`src/rtl/pinctl_pkg.sv`:
```
package pinctl_pkg;

  localparam logic [31:0] CTRL_BASE = 32'h180;
  localparam logic [31:0] SUM_BASE  = 32'h100;
  localparam int          STS_BIT   = 12;
  localparam int          DIN_BIT   = 13;

  // Field order is the bit order of a control word (bit 0 = drive value).
  typedef struct packed {
    logic       in_mask;   // bit 9
    logic [1:0] db_sel;    // bits 8:7
    logic       keep;      // bit 6
    logic [2:0] trig;      // bits 5:3
    logic       ien;       // bit 2
    logic       dir;       // bit 1
    logic       dout;      // bit 0
  } pin_cfg_t;

  localparam int CFG_W = $bits(pin_cfg_t);

  // A type with bit 1 set is a level mode; bit 0 selects its polarity.
  function automatic logic is_level(input logic [2:0] trig);
    return trig[1];
  endfunction

  // Detects the event chosen by the trigger type on one synchronized pin.
  function automatic logic trig_hit(input logic [2:0] trig,
                                    input logic cur, input logic prev);
    if (trig[1])      return cur == trig[0];
    else if (trig[2]) return cur != prev;
    else if (trig[0]) return cur & ~prev;
    else              return ~cur & prev;
  endfunction

  function automatic logic [31:0] pack_word(input pin_cfg_t cfg,
                                            input logic pend, input logic din);
    logic [31:0] w;
    w = '0;
    w[CFG_W-1:0] = cfg;
    w[STS_BIT]   = pend;
    w[DIN_BIT]   = din;
    return w;
  endfunction

endpackage

```
`src/rtl/pinctl_sync.sv`:
```
module pinctl_sync #(
  parameter int WIDTH  = 40,
  parameter int STAGES = 2
) (
  input  logic             clk,
  input  logic             rst_n,
  input  logic [WIDTH-1:0] din,
  output logic [WIDTH-1:0] cur,
  output logic [WIDTH-1:0] prev
);

  // Stages 0..STAGES-1 form the synchronizer; the last stage holds the
  // previous synchronized sample for edge detection.
  logic [WIDTH-1:0] stage [STAGES+1];

  always_ff @(posedge clk or negedge rst_n) begin
    if (!rst_n) begin
      for (int k = 0; k <= STAGES; k++) stage[k] <= '0;
    end else begin
      stage[0] <= din;
      for (int k = 1; k <= STAGES; k++) stage[k] <= stage[k-1];
    end
  end

  assign cur  = stage[STAGES-1];
  assign prev = stage[STAGES];

endmodule

```
`src/rtl/pinctl_decode.sv`:
```
module pinctl_decode #(
  parameter int NUM_PINS = 40,
  parameter int NUM_GRP  = 2,
  parameter int ADDR_W   = 12,
  parameter int IDX_W    = 6,
  parameter int GRP_W    = 1
) (
  input  logic [ADDR_W-1:0] addr,
  output logic              ctrl_hit,
  output logic [IDX_W-1:0]  ctrl_idx,
  output logic              sum_hit,
  output logic [GRP_W-1:0]  sum_idx
);
  import pinctl_pkg::*;

  localparam logic [31:0] CTRL_END = CTRL_BASE + 32'(4 * NUM_PINS);
  localparam logic [31:0] SUM_END  = SUM_BASE + 32'(4 * NUM_GRP);

  logic [31:0] a, ctrl_off, sum_off;
  logic        aligned;

  assign a        = 32'(addr);
  assign aligned  = (a[1:0] == 2'b00);
  assign ctrl_off = a - CTRL_BASE;
  assign sum_off  = a - SUM_BASE;

  assign ctrl_hit = aligned && (a >= CTRL_BASE) && (a < CTRL_END);
  assign sum_hit  = aligned && (a >= SUM_BASE) && (a < SUM_END);
  assign ctrl_idx = IDX_W'(ctrl_off >> 2);
  assign sum_idx  = GRP_W'(sum_off >> 2);

endmodule

```
`src/rtl/pinctl_pin.sv`:
```
module pinctl_pin
  import pinctl_pkg::*;
(
  input  logic        clk,
  input  logic        rst_n,
  input  logic        soft_rst,
  input  logic        wr_sel,
  input  pin_cfg_t    wr_cfg,
  input  logic        wr_clr,
  input  logic        cur,
  input  logic        prev,
  output logic [31:0] word,
  output logic        drv_val,
  output logic        drv_en,
  output logic        pend_o,
  output logic        irq_req
);

  pin_cfg_t cfg;
  logic     pend;

  // Named internal events, used by the update logic and the assertions.
  logic hit, edge_hit, level_hit, clr_now;

  assign hit       = trig_hit(cfg.trig, cur, prev) & ~cfg.in_mask;
  assign edge_hit  = hit & ~is_level(cfg.trig);
  assign level_hit = hit & is_level(cfg.trig);
  assign clr_now   = wr_sel & wr_clr;

  always_ff @(posedge clk or negedge rst_n) begin
    if (!rst_n) begin
      cfg  <= '0;
      pend <= 1'b0;
    end else if (soft_rst) begin
      if (!cfg.keep) begin
        cfg  <= '0;
        pend <= 1'b0;
      end
    end else begin
      if (wr_sel) cfg <= wr_cfg;
      // An edge wins over a same-cycle clear; a level is re-tested next cycle.
      pend <= edge_hit | ((pend | level_hit) & ~clr_now);
    end
  end

  assign word    = pack_word(cfg, pend, cur);
  assign drv_val = cfg.dout;
  assign drv_en  = cfg.dir;
  assign pend_o  = pend;
  assign irq_req = pend & cfg.ien & ~cfg.in_mask;

  AST_CLEAR_TAKES: assert property (@(posedge clk) disable iff (!rst_n)
    clr_now && !edge_hit && !soft_rst |=> !pend);
  AST_EDGE_BEATS_CLEAR: assert property (@(posedge clk) disable iff (!rst_n)
    edge_hit && !soft_rst |=> pend);
  AST_LEVEL_REARMS: assert property (@(posedge clk) disable iff (!rst_n)
    !pend && level_hit && !wr_sel && !soft_rst |=> pend);
  AST_MASK_HOLDS: assert property (@(posedge clk) disable iff (!rst_n)
    cfg.in_mask && !pend && !soft_rst |=> !pend);
  AST_SOFT_CLEARS: assert property (@(posedge clk) disable iff (!rst_n)
    soft_rst && !cfg.keep |=> (cfg == '0) && !pend);
  AST_SOFT_KEEPS: assert property (@(posedge clk) disable iff (!rst_n)
    soft_rst && cfg.keep |=> $stable(cfg) && $stable(pend));

endmodule

```
`src/rtl/pinctl_bank.sv`:
```
module pinctl_bank
  import pinctl_pkg::*;
#(
  parameter int NUM_PINS    = 40,
  parameter int ADDR_W      = 12,
  parameter int SYNC_STAGES = 2
) (
  input  logic                clk,
  input  logic                rst_n,
  input  logic                soft_rst,
  input  logic                bus_wr,
  input  logic                bus_rd,
  input  logic [ADDR_W-1:0]   bus_addr,
  input  logic [31:0]         bus_wdata,
  output logic [31:0]         bus_rdata,
  input  logic [NUM_PINS-1:0] pad_in,
  output logic [NUM_PINS-1:0] pad_out,
  output logic [NUM_PINS-1:0] pad_oe,
  output logic                irq
);

  localparam int NUM_GRP = (NUM_PINS + 31) / 32;
  localparam int IDX_W   = (NUM_PINS > 1) ? $clog2(NUM_PINS) : 1;
  localparam int GRP_W   = (NUM_GRP > 1) ? $clog2(NUM_GRP) : 1;

  logic             ctrl_hit, sum_hit;
  logic [IDX_W-1:0] ctrl_idx;
  logic [GRP_W-1:0] sum_idx;

  pinctl_decode #(
    .NUM_PINS(NUM_PINS), .NUM_GRP(NUM_GRP), .ADDR_W(ADDR_W),
    .IDX_W(IDX_W), .GRP_W(GRP_W)
  ) u_dec (
    .addr(bus_addr), .ctrl_hit(ctrl_hit), .ctrl_idx(ctrl_idx),
    .sum_hit(sum_hit), .sum_idx(sum_idx)
  );

  logic [NUM_PINS-1:0] cur, prev, pend_vec, irq_vec;

  pinctl_sync #(.WIDTH(NUM_PINS), .STAGES(SYNC_STAGES)) u_sync (
    .clk(clk), .rst_n(rst_n), .din(pad_in), .cur(cur), .prev(prev)
  );

  pin_cfg_t    wr_cfg;
  logic        wr_clr;
  logic [31:0] word [NUM_PINS];

  assign wr_cfg = pin_cfg_t'(bus_wdata[CFG_W-1:0]);
  assign wr_clr = bus_wdata[STS_BIT];

  for (genvar i = 0; i < NUM_PINS; i++) begin : g_pin
    logic sel;
    assign sel = bus_wr & ctrl_hit & (ctrl_idx == IDX_W'(i));
    pinctl_pin u_pin (
      .clk(clk), .rst_n(rst_n), .soft_rst(soft_rst),
      .wr_sel(sel), .wr_cfg(wr_cfg), .wr_clr(wr_clr),
      .cur(cur[i]), .prev(prev[i]),
      .word(word[i]), .drv_val(pad_out[i]), .drv_en(pad_oe[i]),
      .pend_o(pend_vec[i]), .irq_req(irq_vec[i])
    );
  end

  // Summary words: bit p of group g mirrors the pending flag of pin 32g+p.
  logic [31:0] sum_word [NUM_GRP];
  for (genvar g = 0; g < NUM_GRP; g++) begin : g_grp
    for (genvar p = 0; p < 32; p++) begin : g_bit
      if (g * 32 + p < NUM_PINS) begin : g_real
        assign sum_word[g][p] = pend_vec[g*32+p];
      end else begin : g_pad
        assign sum_word[g][p] = 1'b0;
      end
    end
  end

  logic [31:0] rd_mux;
  always_comb begin
    rd_mux = '0;
    if (ctrl_hit)     rd_mux = word[ctrl_idx];
    else if (sum_hit) rd_mux = sum_word[sum_idx];
  end

  always_ff @(posedge clk or negedge rst_n) begin
    if (!rst_n)      bus_rdata <= '0;
    else if (bus_rd) bus_rdata <= rd_mux;
  end

  assign irq = |irq_vec;

  logic unused_wbits;
  assign unused_wbits = ^{bus_wdata[31:DIN_BIT], bus_wdata[STS_BIT-1:CFG_W]};

  AST_IRQ_HAS_SOURCE: assert property (@(posedge clk) disable iff (!rst_n)
    irq |-> (|pend_vec));
  AST_UNMAPPED_ZERO: assert property (@(posedge clk) disable iff (!rst_n)
    bus_rd && !ctrl_hit && !sum_hit |=> bus_rdata == '0);

endmodule

```
`config.mk`:
```
export PLATFORM = sky130hd
export DESIGN_NAME = pinctl_bank
export DESIGN_NICKNAME = d
export VERILOG_FILES = /design/src/rtl/pinctl_pkg.sv /design/src/rtl/pinctl_sync.sv /design/src/rtl/pinctl_decode.sv /design/src/rtl/pinctl_pin.sv /design/src/rtl/pinctl_bank.sv
export SDC_FILE = /design/constraint.sdc
export NUM_CORES = 1
export LEC_CHECK = 0
export BUFFER_PORTS_ARGS = -buffer_cell sky130_fd_sc_hd__buf_2
export CAP_MARGIN = 20
export CORE_MARGIN = 1.5
export CORE_UTILIZATION = 55
export CTS_CLUSTER_DIAMETER = 30
export DETAILED_ROUTE_END_ITERATION = 12
export HOLD_SLACK_MARGIN = 0.15
export PLACE_DENSITY = 0.73
export SLEW_MARGIN = 40
export SYNTH_ARGS = -nofsm -noshare
export SYNTH_HDL_FRONTEND = slang
export SYNTH_SLANG_ARGS = --single-unit
```
`constraint.sdc`:
```
create_clock -name clk -period 2.9 [get_ports clk]
set_clock_uncertainty 0.2 [all_clocks]
set_input_delay 0.29 -clock clk [delete_from_list [all_inputs] [get_ports clk]]
set_output_delay 0.29 -clock clk [all_outputs]
set_load 0.02 [all_outputs]
```
==> implementation parameters <==
Parameter                              Value

Status
  Status ... complete, but fails checks
  Violations in the final reports ... setup timing

Synth
  Adder-Cell Fraction of Synth Area ... 0.0326
  Largest family of logic cells by synthesized area ... simple AND/OR/NAND/NOR gates
  Largest cells by area after synthesis ... dfrtp_1 48%, nand2_1 8.1%, o21ai_0 7.1%, mux2i_1 4.4%, mux4_2 3.4%
  Complex-gate fraction of the synthesized area ... 0.144
  Number of different library cells in the post-synthesis netlist ... 59
  Area share of the largest cell type after synthesis ... 0.482
  Mean instance size in the synthesized netlist ... 9.56 sq um
  Mux cell area share after synthesis ... 0.102
  Simple-gate portion of the synthesized area ... 0.158
  Flop and latch count out of synthesis ... 592
  Top_reg_cell synth ... dfrtp_1
  Number of nets produced by synthesis ... 3384
  Parity-gate share of the synthesized area counting xor and xnor cells ... 0.0114
  Largest area contributor in the synthesized netlist ... dfrtp_1
  Synthesized area ... 30700 sq um
  Synth Instances ... 3215
  Fraction of the yosys area taken by sequential cells ... 0.482
  EDFF count, synth ... 0
  Most common library cells after synthesis ... 664 x nand2_1, 592 x dfrtp_1, 434 x o21ai_0
  Most frequent cell after synthesis ... nand2_1
  Async set-or-reset flop fraction in the synthesized netlist ... 1.00
  Yosys warning total ... 0

Worst hold path
  Min-Delay Path Depth ... 0
  Worst hold-check path type ... register to register

STA
  Final Hold Vio Count ... 0
  Relative max-transition margin ... 0.408
  Slew Viols, Final ... 0
  Tcrit/Tclk final ... 1.07
  Fmax ... 324 MHz
  Time the worst path needs with I/O delays and setup ... 3090 ps
  Worst-case setup margin in the final layout ... -189 ps
  Unrepaired setup endpoints after global routing ... yes
  Transition time at the pin with the least slew margin ... 866 ps
  Number of failing setup endpoints in the final timing report ... 1

Place
  Final HPWL from detailed placement ... 73100 um
  Port bufs ... 180
  Routability congestion estimate ... 1.01
  Setup Slack @ Placement ... -35.0 ps
  Dpl cell area ... 32500 sq um

Floorplanning
  Number of placed I/O pins ... 202
  Chip height ... 239 um
  Number of cell rows ... 86
  Die width ... 239 um
  Core Box Area ... 55200 sq um
  Starting density of the core ... 0.557
  Die outline area ... 57300 sq um

Routing
  Met1 Routed Length ... 41000 um
  DRC Markers ... 0
  Average wire per cell in the routed design ... 24.1 um
  Total number of vias ... 26.3k
  Met3 layer wire length in the routed design ... 10000 um
  Detailed-route vias per instance ... 6.07
  Initial drt markers ... 3046
  Highest metal used ... met5
  Number of detailed-route iterations in the first pass ... 7
  Total wire length ... 105000 um
  Antenna Nets Post-Route ... 0
  Detailed-routed wire length on met2 ... 48400 um

GRT
  Remaining global-route overflow ... 0
  Number of global-route vias before repair ... 26.1k
  Pin count of the biggest net entering global routing ... 97
  Antenna violations before repair ... 4
  Global-route wire length before repair ... 158000 um
  Overall track demand over capacity in global routing ... 0.369

Clock network
  Clock insertion delay at the later pin of the skew report ... 690 ps
  Root buffer selected by CTS ... clkbuf_16
  Clock buffer depth ... 3
  Number of clock sinks seen by CTS ... 592
  H-tree levels ... 3
  CTS Buf Count ... 120
  TritonCTS clock tree ... yes
  Clock-pin slew on the worst setup and hold paths ... 50 ps

Worst setup path
  Arrival time of the worst setup path ... 2600 ps
  Setup Crit Path Kind ... register to primary output
  Worst setup SP type ... register
  Element type at the critical path end ... primary output
  Worst r2r path cells ... 7
  Req. time, crit path ... 2410 ps
  CP max FO ... 2

Power and ir drop
  Total power ... 24.6 mW
  Pwr Density ... 649 nW/um^2
  Maximum VDD drop ... 0.525 mV
  Leak ... 17.3 nW

Final layout
  Final nets ... 3655
  Growth of design area from synthesis to finish ... 23.3%
  Post-route cell area ... 37900 sq um
  Layout cells sized above 1 ... 0.205
  Layout filler cell count ... 4105

Flow run
  Count of maximum capacitance violations ... 0
-- path summary, 6_finish.rpt --
| kind | from | endpoint | slack, ps |
|---|---|---|---|
| setup / recovery | g_pin[10].u_pin.word[9] | irq | -190 |
| hold / removal | u_sync.stage[85] | u_sync.cur[5] | 140 |
| setup reg to reg | g_pin[10].u_pin.word[9] | bus_rdata[9] | 430 |
| hold reg to reg | u_sync.stage[85] | u_sync.cur[5] | 140 |
| max in group asynchronous | rst_n | g_pin[8].u_pin.word[5] | 1810 |
| min in group asynchronous | rst_n | g_pin[39].u_pin.word[9] | 170 |
-- timing repair --
| action | CTS | global route |
|---|---|---|
| setup endpoints to repair | 1 | 1 |
| resized for setup | 14 | 1 |
| setup buffers | 0 | 1 |
| hold endpoints to repair | 909 | 1 |
| pin swaps | 4 | 2 |
| hold buffers | 106 | 1 |
-- cells by family after synthesis --
group	Yosys count
AO/OA/AOI/OAI	757
XOR/XNOR	40
adder cells (fa/ha/maj)	80
buffers and inverters	443
flip-flops	592
multiplexers	246
AND/OR/NAND/NOR	1057
-- stage by stage --
step / util / setup TNS (ps) / hold slack [ps] / cells
after floorplan: - / 0 / -206 / 3215
after global placement: 0.588 / 0 / 105 / 4005
after detailed placement: 0.588 / -281 / 108 / 4005
after CTS: 0.686 / -142 / 150 / 4338
after global routing: 0.687 / -243 / 154 / 4341
final: 0.687 / -189 / 143 / 4342
-- cell type report --
type | instances | area [sq um] | share of cell area
antenna | 2 | 5.00 | 0.000132
multi-input combinational | 2180 | 13900 | 0.366
sequential | 592 | 14800 | 0.391
clock inverter | 84 | 1050 | 0.0278
inverter | 146 | 548 | 0.0145
timing repair buffer | 446 | 3430 | 0.0904
clock buffer | 144 | 3230 | 0.0853
tap | 748 | 936 | 0.0247
-- cell usage in the layout (no fill, tap or decap), types with 14 or more instances in the layout --
cell           synthesis  layout
nand4_1               16      16
a21oi_1               46      46
nor3_1                17      17
buf_12                 1      17
nand2b_1              47      47
dlygate4sd3_1          0     106
clkbuf_8               0      14
clkinvlp_4             0      15
a211oi_1              29      29
bufinv_16              0      16
nor2_1                50      49
buf_4                101     144
clkinv_2               0      20
ha_1                  80      80
o22ai_1               20      20
inv_6                  0      17
mux2_2                62      62
mux2i_1              136     136
nor2b_1               47      45
inv_1                146     146
mux4_2                47      47
o21ai_1               17      17
nand3_1              137     137
buf_2                 51     175
nor2_2                13      14
nand2_1              664     664
a22oi_1               64      64
dfrtp_1              592     592
clkbuf_16              0     120
a2111oi_0             29      27
a31oi_1               59      58
o21ai_0              434     433
xnor2_1               37      37
-- metal layers --
layer | vias up | track usage
met5 | - | 0
met4 | 6 | 0.185
met3 | 315 | 0.0829
met2 | 1333 | 0.580
met1 | 13000 | 0.482
li1 | 11600 | -
-- flip-flops by register name, indices dropped and copies added, names as in the netlist --
signal,count
bus_rdata,32
u_sync.cur,40
g_pin.u_pin.drv_en,40
g_pin.u_pin.pend_o,40
g_pin.u_pin.word,320
u_sync.stage,40
g_pin.u_pin.drv_val,40
u_sync.prev,40
-- critical path, cell delays in order, from the launching register on --
cell and delay, ps:
dfrtp_1 360, nand3b_1 180, o21ai_4 140, a311oi_2 290, buf_4 190, o2111ai_4 130
nor4_2 170, nand4_1 240, buf_6 220
-- power breakdown --
part | leakage (nW) | switching, mW | internal [mW]
clock | 2.07 | 4.93 | 9.45
combinational | 7.29 | 1.07 | 0.563
sequential | 7.95 | 0.159 | 8.41
total | 17.3 | 6.16 | 18.4
Power figures use the tool's default switching activity.
